--- src/rtl/cmdq_pkg.sv ---
`timescale 1ns/1ps
package cmdq_pkg;

  localparam logic [7:0] OP_SYNC = 8'h46;
  localparam logic [6:0] ERR_ILLEGAL = 7'd1;

  typedef enum logic [1:0] {
    RSEL_CTRL = 2'd0,
    RSEL_PROD = 2'd1,
    RSEL_CONS = 2'd2
  } reg_sel_e;

  typedef struct packed {
    logic [7:0]  op;
    logic [31:0] sid;
    logic [15:0] vmid;
    logic [15:0] asid;
    logic [63:0] addr;
    logic [1:0]  sync_mode;
  } cmd_fields_t;

  function automatic logic op_legal(input logic [7:0] op);
    logic ok;
    case (op)
      8'h01, 8'h02, 8'h03, 8'h04, 8'h05, 8'h06, 8'h07,
      8'h10, 8'h11, 8'h12, 8'h13, 8'h18, 8'h1A,
      8'h20, 8'h21, 8'h22, 8'h23, 8'h28, 8'h2A, 8'h30,
      8'h40, 8'h41, 8'h44, 8'h45, 8'h46: ok = 1'b1;
      default: ok = 1'b0;
    endcase
    return ok;
  endfunction

endpackage

--- src/rtl/cmdq_store.sv ---
`timescale 1ns/1ps
module cmdq_store #(
  parameter int LOG2SZ = 3,
  parameter int ENT_W  = 128
) (
  input  logic              clk,
  input  logic              wr_en,
  input  logic [LOG2SZ-1:0] wr_slot,
  input  logic [ENT_W-1:0]  wr_data,
  input  logic [LOG2SZ-1:0] rd_slot,
  output logic [ENT_W-1:0]  rd_data
);
  localparam int DEPTH = 1 << LOG2SZ;

  logic [ENT_W-1:0] mem [DEPTH];

  // entry write port
  always_ff @(posedge clk) begin
    if (wr_en) mem[wr_slot] <= wr_data;
  end

  assign rd_data = mem[rd_slot];
endmodule

--- src/rtl/cmdq_decode.sv ---
`timescale 1ns/1ps
module cmdq_decode
  import cmdq_pkg::*;
#(
  parameter int ENT_W = 128
) (
  input  logic [ENT_W-1:0] entry,
  output cmd_fields_t      fields,
  output logic             legal
);
  logic [31:0] w0, w1, w2, w3;

  always_comb begin
    w0 = entry[31:0];
    w1 = entry[63:32];
    w2 = entry[95:64];
    w3 = entry[127:96];
    fields.op        = w0[7:0];
    fields.sid       = w1;
    fields.vmid      = w1[15:0];
    fields.asid      = w1[31:16];
    fields.addr      = {w3, w2[31:12], 12'h000};
    fields.sync_mode = w0[13:12];
    legal            = op_legal(w0[7:0]);
  end
endmodule

--- src/rtl/cmdq_ctrl.sv ---
`timescale 1ns/1ps
module cmdq_ctrl
  import cmdq_pkg::*;
#(
  parameter int LOG2SZ = 3
) (
  input  logic            clk,
  input  logic            rst_n,
  input  logic            q_en,
  input  logic            prod_we,
  input  logic [LOG2SZ:0] prod_wdata,
  input  logic            cons_we,
  input  logic [LOG2SZ:0] cons_wdata,
  input  logic [6:0]      err_wdata,
  input  logic            legal,
  output logic [LOG2SZ:0] prod,
  output logic [LOG2SZ:0] cons,
  output logic [6:0]      err,
  output logic            step,
  output logic            empty,
  output logic            full
);
  localparam int IW = LOG2SZ + 1;

  logic [IW-1:0] prod_nx, cons_nx;
  logic [6:0]    err_nx;
  logic          active, fault;

  always_comb begin
    empty   = (prod == cons);
    full    = (prod[LOG2SZ-1:0] == cons[LOG2SZ-1:0]) && (prod[LOG2SZ] != cons[LOG2SZ]);
    active  = q_en && !empty && (err == 7'd0);
    step    = active && legal;
    fault   = active && !legal;
    prod_nx = prod_we ? prod_wdata : prod;
    cons_nx = cons;
    err_nx  = err;
    if (cons_we) begin
      cons_nx = cons_wdata;
      err_nx  = err_wdata;
    end else if (step) begin
      cons_nx = cons + 1'b1;
    end else if (fault) begin
      err_nx = ERR_ILLEGAL;
    end
  end

  always_ff @(posedge clk or negedge rst_n) begin
    if (!rst_n) begin
      prod <= '0;
      cons <= '0;
      err  <= '0;
    end else begin
      prod <= prod_nx;
      cons <= cons_nx;
      err  <= err_nx;
    end
  end

  assert_single_step_R4: assert property (@(posedge clk) disable iff (!rst_n)
    !cons_we |=> (cons == $past(cons) || cons == $past(cons) + 1'b1));
  assert_halt_hold_R7: assert property (@(posedge clk) disable iff (!rst_n)
    (err != 7'd0 && !cons_we) |=> ($stable(cons) && $stable(err)));
  assert_empty_idle_R3: assert property (@(posedge clk) disable iff (!rst_n)
    empty |-> !step);
  assert_full_not_empty_R3: assert property (@(posedge clk) disable iff (!rst_n)
    !(full && empty));
endmodule

--- src/rtl/cmdq_engine.sv ---
`timescale 1ns/1ps
module cmdq_engine
  import cmdq_pkg::*;
#(
  parameter int LOG2SZ = 3,
  parameter int ENT_W  = 128
) (
  input  logic              clk,
  input  logic              rst_n,
  input  logic              reg_we,
  input  logic [1:0]        reg_addr,
  input  logic [31:0]       reg_wdata,
  output logic [31:0]       reg_rdata,
  input  logic              qw_en,
  input  logic [LOG2SZ-1:0] qw_slot,
  input  logic [ENT_W-1:0]  qw_data,
  output logic              q_empty,
  output logic              q_full,
  output logic              cmd_valid,
  output logic [7:0]        cmd_op,
  output logic [31:0]       cmd_sid,
  output logic [15:0]       cmd_vmid,
  output logic [15:0]       cmd_asid,
  output logic [63:0]       cmd_addr,
  output logic              sync_valid,
  output logic [1:0]        sync_mode
);
  localparam int IW = LOG2SZ + 1;

  logic          ctrl_en, ctrl_en_nx;
  logic          prod_we, cons_we;
  logic [IW-1:0] prod, cons;
  logic [6:0]    err;
  logic          step, legal;
  logic [ENT_W-1:0] entry;
  cmd_fields_t   fields, fields_q;
  logic          valid_nx, sync_nx;

  assign prod_we = reg_we && (reg_addr == RSEL_PROD);
  assign cons_we = reg_we && (reg_addr == RSEL_CONS);

  cmdq_store #(.LOG2SZ(LOG2SZ), .ENT_W(ENT_W)) u_store (
    .clk(clk), .wr_en(qw_en), .wr_slot(qw_slot), .wr_data(qw_data),
    .rd_slot(cons[LOG2SZ-1:0]), .rd_data(entry)
  );

  cmdq_decode #(.ENT_W(ENT_W)) u_decode (
    .entry(entry), .fields(fields), .legal(legal)
  );

  cmdq_ctrl #(.LOG2SZ(LOG2SZ)) u_ctrl (
    .clk(clk), .rst_n(rst_n), .q_en(ctrl_en),
    .prod_we(prod_we), .prod_wdata(reg_wdata[LOG2SZ:0]),
    .cons_we(cons_we), .cons_wdata(reg_wdata[LOG2SZ:0]),
    .err_wdata(reg_wdata[30:24]), .legal(legal),
    .prod(prod), .cons(cons), .err(err), .step(step),
    .empty(q_empty), .full(q_full)
  );

  always_comb begin
    ctrl_en_nx = (reg_we && reg_addr == RSEL_CTRL) ? reg_wdata[3] : ctrl_en;
    valid_nx   = step;
    sync_nx    = step && (fields.op == OP_SYNC);
  end

  always_ff @(posedge clk or negedge rst_n) begin
    if (!rst_n) begin
      ctrl_en    <= 1'b0;
      cmd_valid  <= 1'b0;
      sync_valid <= 1'b0;
    end else begin
      ctrl_en    <= ctrl_en_nx;
      cmd_valid  <= valid_nx;
      sync_valid <= sync_nx;
    end
  end

  // field register, loaded only on a consumption step
  always_ff @(posedge clk or negedge rst_n) begin
    if (!rst_n) fields_q <= '0;
    else if (step) fields_q <= fields;
  end

  assign cmd_op    = fields_q.op;
  assign cmd_sid   = fields_q.sid;
  assign cmd_vmid  = fields_q.vmid;
  assign cmd_asid  = fields_q.asid;
  assign cmd_addr  = fields_q.addr;
  assign sync_mode = fields_q.sync_mode;

  always_comb begin
    reg_rdata = '0;
    case (reg_addr)
      RSEL_CTRL: reg_rdata[3] = ctrl_en;
      RSEL_PROD: reg_rdata[LOG2SZ:0] = prod;
      RSEL_CONS: begin
        reg_rdata[LOG2SZ:0] = cons;
        reg_rdata[30:24]    = err;
      end
      default: reg_rdata = '0;
    endcase
  end

  assert_strobe_legal_R6: assert property (@(posedge clk) disable iff (!rst_n)
    cmd_valid |-> op_legal(cmd_op));
  assert_sync_with_cmd_R9: assert property (@(posedge clk) disable iff (!rst_n)
    sync_valid |-> (cmd_valid && cmd_op == OP_SYNC));
  assert_disabled_idle_R4: assert property (@(posedge clk) disable iff (!rst_n)
    !ctrl_en |=> !cmd_valid);
endmodule

--- config.mk ---
export PLATFORM = sky130hd
export DESIGN_NAME = cmdq_engine
export DESIGN_NICKNAME = d
export VERILOG_FILES = /design/src/rtl/cmdq_pkg.sv /design/src/rtl/cmdq_store.sv /design/src/rtl/cmdq_decode.sv /design/src/rtl/cmdq_ctrl.sv /design/src/rtl/cmdq_engine.sv
export SDC_FILE = /design/constraint.sdc
export NUM_CORES = 1
export LEC_CHECK = 0
export BUFFER_PORTS_ARGS = -buffer_cell sky130_fd_sc_hd__buf_2
export CAP_MARGIN = 5
export CORE_MARGIN = 4
export CORE_UTILIZATION = 30
export DETAILED_ROUTE_END_ITERATION = 7
export SLEW_MARGIN = 10
export SYNTH_ARGS = -nofsm -noshare
export SYNTH_HDL_FRONTEND = slang
export SYNTH_SLANG_ARGS = --single-unit
--- constraint.sdc ---
create_clock -name clk -period 2.9 [get_ports clk]
set_input_delay 0.435 -clock clk [delete_from_list [all_inputs] [get_ports clk]]
set_output_delay 0.435 -clock clk [all_outputs]
set_load 0.005 [all_outputs]
==> reports/results.txt <==
Synthesis Warnings = 0
# clock sinks = 864
H-tree levels = 3
Worst setup margin = -0.1226 ns
Area Growth Syn to Fin = 25.71%
Violated checks = negative setup slack
Worst slew pin tran = 0.8728 ns
Sequential area share after synthesis = 77.14%
Crit-path cells = buf_8, mux4_2, mux2i_4, a21oi_2, or4_4, a31o_4, buf_12, clkbuf_16, nand2_2, o21ai_1
Hold Path Origin = qw_data[102]
CTS tree = built
Starting Density = 30.23%
Worst-path clk slew = 0.06 ns
Worst rel slew slack = 41.81%
Count of buffer and inverter cells on the critical path = 3
Initial antenna violation count = 7
Final worst path period share = 104.2%
Final Hold Viols = 0
Row cnt = 121
Number of synthesized flops with an enable pin = 752
Die Ht = 339.2 µm
Crit path kind = flip-flop to flip-flop
R2R Path Start = u_ctrl.cons[1]$_DFFE_PN0P_
Async SR Flop Fraction = 12.96%
Die X = 339.2 µm
Post-Syn Instances = 1573
Routed WL = 79790 µm
Primary FF master, synth = edfxtp_1
Area of the die = 0.1151 mm²
Routability cong. = 0.7288
Clock Latency Late Sink = 0.66 ns
Clock Skews = 0.02313 ns
Syn Area/Cell = 20.92 µm²
Port bufs = 254
Io pins = 343
Most frequent cell after synthesis = edfxtp_1
GRT Total Usage = 12.94%
First-pass GRT wire length = 112900 µm
Clk buf depth = 3
Minimum clock period = 3.023 ns
Vias in the first global route = 17770
CP Depth = 10
Worst path arrival time = 3.54 ns
Share of layout cells above drive strength 1 = 38.58%
Hold Path Stages = 1
Peak Freq = 330.8 MHz
Root Buffer = clkbuf_16
Core area = 0.1089 mm²
Nets = 2192
Initial DRC Count = 1056
LEAKAGE = 15.01 nW
Critical Path Fanout Max = 7
R2R Setup Slk = -0.12 ns
Hold crit path type = primary input to flip-flop
Setup TNS = -3.529 ns
CP max stage cell = or4_4
Worst vdd ir = 744.9 µV
Remaining DRCs = 0
Critical Path Start Type = flip-flop
CP Data Required Time = 3.42 ns
TritonCTS Buffers = 91
DP HPWL = 42780 µm
Mapped cell area = 0.03291 mm²
Critical R2R Capture = cmd_addr[38]$_DFFE_PN0N_
Top post-synthesis cells by count = 752 x edfxtp_1, 188 x mux4_2, 112 x dfrtp_1, 99 x nand2_1, 96 x o21ai_0
Status = finished, violations left
Post-synth cell types = 41
Post-synth top area share = 68.62%
Drt via density = 4.731
RSZ-0062 raised after global routing = yes
Synthesized flop and latch total = 864
Hold endpoint = u_store.mem[5][102]$_DFFE_PP_
Area contributors post-synth = edfxtp_1 69%, mux4_2 13%, dfrtp_1 8.5%
Hold slack = 0.07752 ns
Critical Path End Type = flip-flop
Crit path max-delay family = multiplexers
Pwr dens = 714.8 mW/mm²
Reg2Reg Depth = 10
Pin count of the biggest net entering global routing = 57
Grt total ovfl = 0
Initial DRT Pass Iterations = 5
Routed len/inst = 22.71 µm
Vias post-DR = 16620
CP max stage delay = 0.57 ns
Final Setup Violations = 78
Max-slew violations = 0
Max_cap viols = 0
Fillers = 9788
Leading area contributor after synthesis = edfxtp_1
DRT antenna net count = 0
[worst max path at each step]
| stage | from | to | slack, ns |
|---|---|---|---|
| global placement | u_ctrl.cons[1]$_DFFE_PN0P_ | u_ctrl.cons[3]$_DFFE_PN0P_ | -0.16 |
| finish | u_ctrl.cons[1]$_DFFE_PN0P_ | cmd_addr[38]$_DFFE_PN0N_ | -0.12 |
| floorplan | qw_slot[2] | u_store.mem[1][0]$_DFFE_PP_ | -0.60 |
| detailed placement | u_ctrl.cons[1]$_DFFE_PN0P_ | cmd_sid[15]$_DFFE_PN0N_ | -0.19 |
| CTS | u_ctrl.cons[0]$_DFFE_PN0P_ | cmd_sid[22]$_DFFE_PN0N_ | -0.03 |
| global route | u_ctrl.cons[1]$_DFFE_PN0P_ | cmd_addr[42]$_DFFE_PN0N_ | -0.20 |
[cell type report]
type                    instances  area (µm²)  area share (%)
clock inverters                53       668.1           1.615
flip-flops and latches        864       25400           61.39
inverters                       5       18.77         0.04537
well taps                    1414        1769           4.277
multi-input cells             595        7238           17.50
diodes                          2       5.005         0.01210
repair buffers                461        3790           9.162
clock buffers                 119        2482           6.001
[state kept, by name (all words and copies together), names as in the netlist]
register,count
cmd_addr,52
cmd_op,8
cmd_sid,32
cmd_valid,1
ctrl_en,1
sync_mode,2
sync_valid,1
u_ctrl.cons,4
u_ctrl.err,7
u_ctrl.prod,4
u_store.mem,752
[routing by layer]
layer  global-route usage, %  up-vias  routed length (µm)
li1                        -     7170                   -
met1                   16.86     8865               33830
met2                   21.83      475               39930
met3                   3.196      105                4674
met4                   3.173        6                1319
met5                       0        -                  39
[through the flow]
step	util (%)	total power [mW]	setup WS, ns	cells	area (µm²)
final	38.00	29.57	-0.1226	3513	41370
after global routing	38.00	30.75	-0.1979	3511	41360
after CTS	37.22	29.81	-0.03394	3481	40510
after detailed placement	33.29	17.48	-0.1916	3205	36240
after global placement	33.29	17.41	-0.1586	3205	36240
after floorplan	-	16.45	-0.6021	1605	33090
[power breakdown]
part	switching (mW)	total (mW)	leakage (nW)	internal, mW
Sequential	0.209	14.2	8.35	14.0
Combinational	1.62	3.29	5.13	1.67
Clock	4.88	12.1	1.53	7.18
Total	6.71	29.6	15.0	22.9
[placed cells by master (no fill, tap or decap), drive strengths merged, types with 2 or more instances in the layout]
cell / n
conb: 33
o21ai: 96
dlygate4sd3: 98
diode: 2
nor2b: 4
nand2: 100
a31oi: 2
bufinv: 12
nor2: 13
buf: 353
a31o: 2
mux2: 12
edfxtp: 752
inv: 12
ha: 5
a22oi: 3
dfrtp: 112
nand3: 5
clkbuf: 128
clkinv: 28
mux4: 188
and2: 8
xnor2: 4
nand4: 2
clkinvlp: 6
nor4: 2
or3: 3
mux2i: 95
nand2b: 3
a21oi: 5
nor3: 2
[logic make-up after synthesis]
kind of cell	share of synthesized area (%)
xor gates and xnor gates	0.1331
DFF	77.14
and+or+nand+nor	1.909
adders and majority gates	0.1901
AOI/OAI and AO/OA	1.783
other	0.01140
muxes	16.25
buffers and inverters	2.582
[timing repair]
item,4_1_cts,5_1_grt
pin swaps,0,42
gates cloned,2,19
setup endpoints to repair,83,101
resized for setup,16,174
hold buffers,98,0
setup buffers,4,11
endpoints found under the hold margin,789,0
No activity file was read; power rests on OpenSTA's default activity.
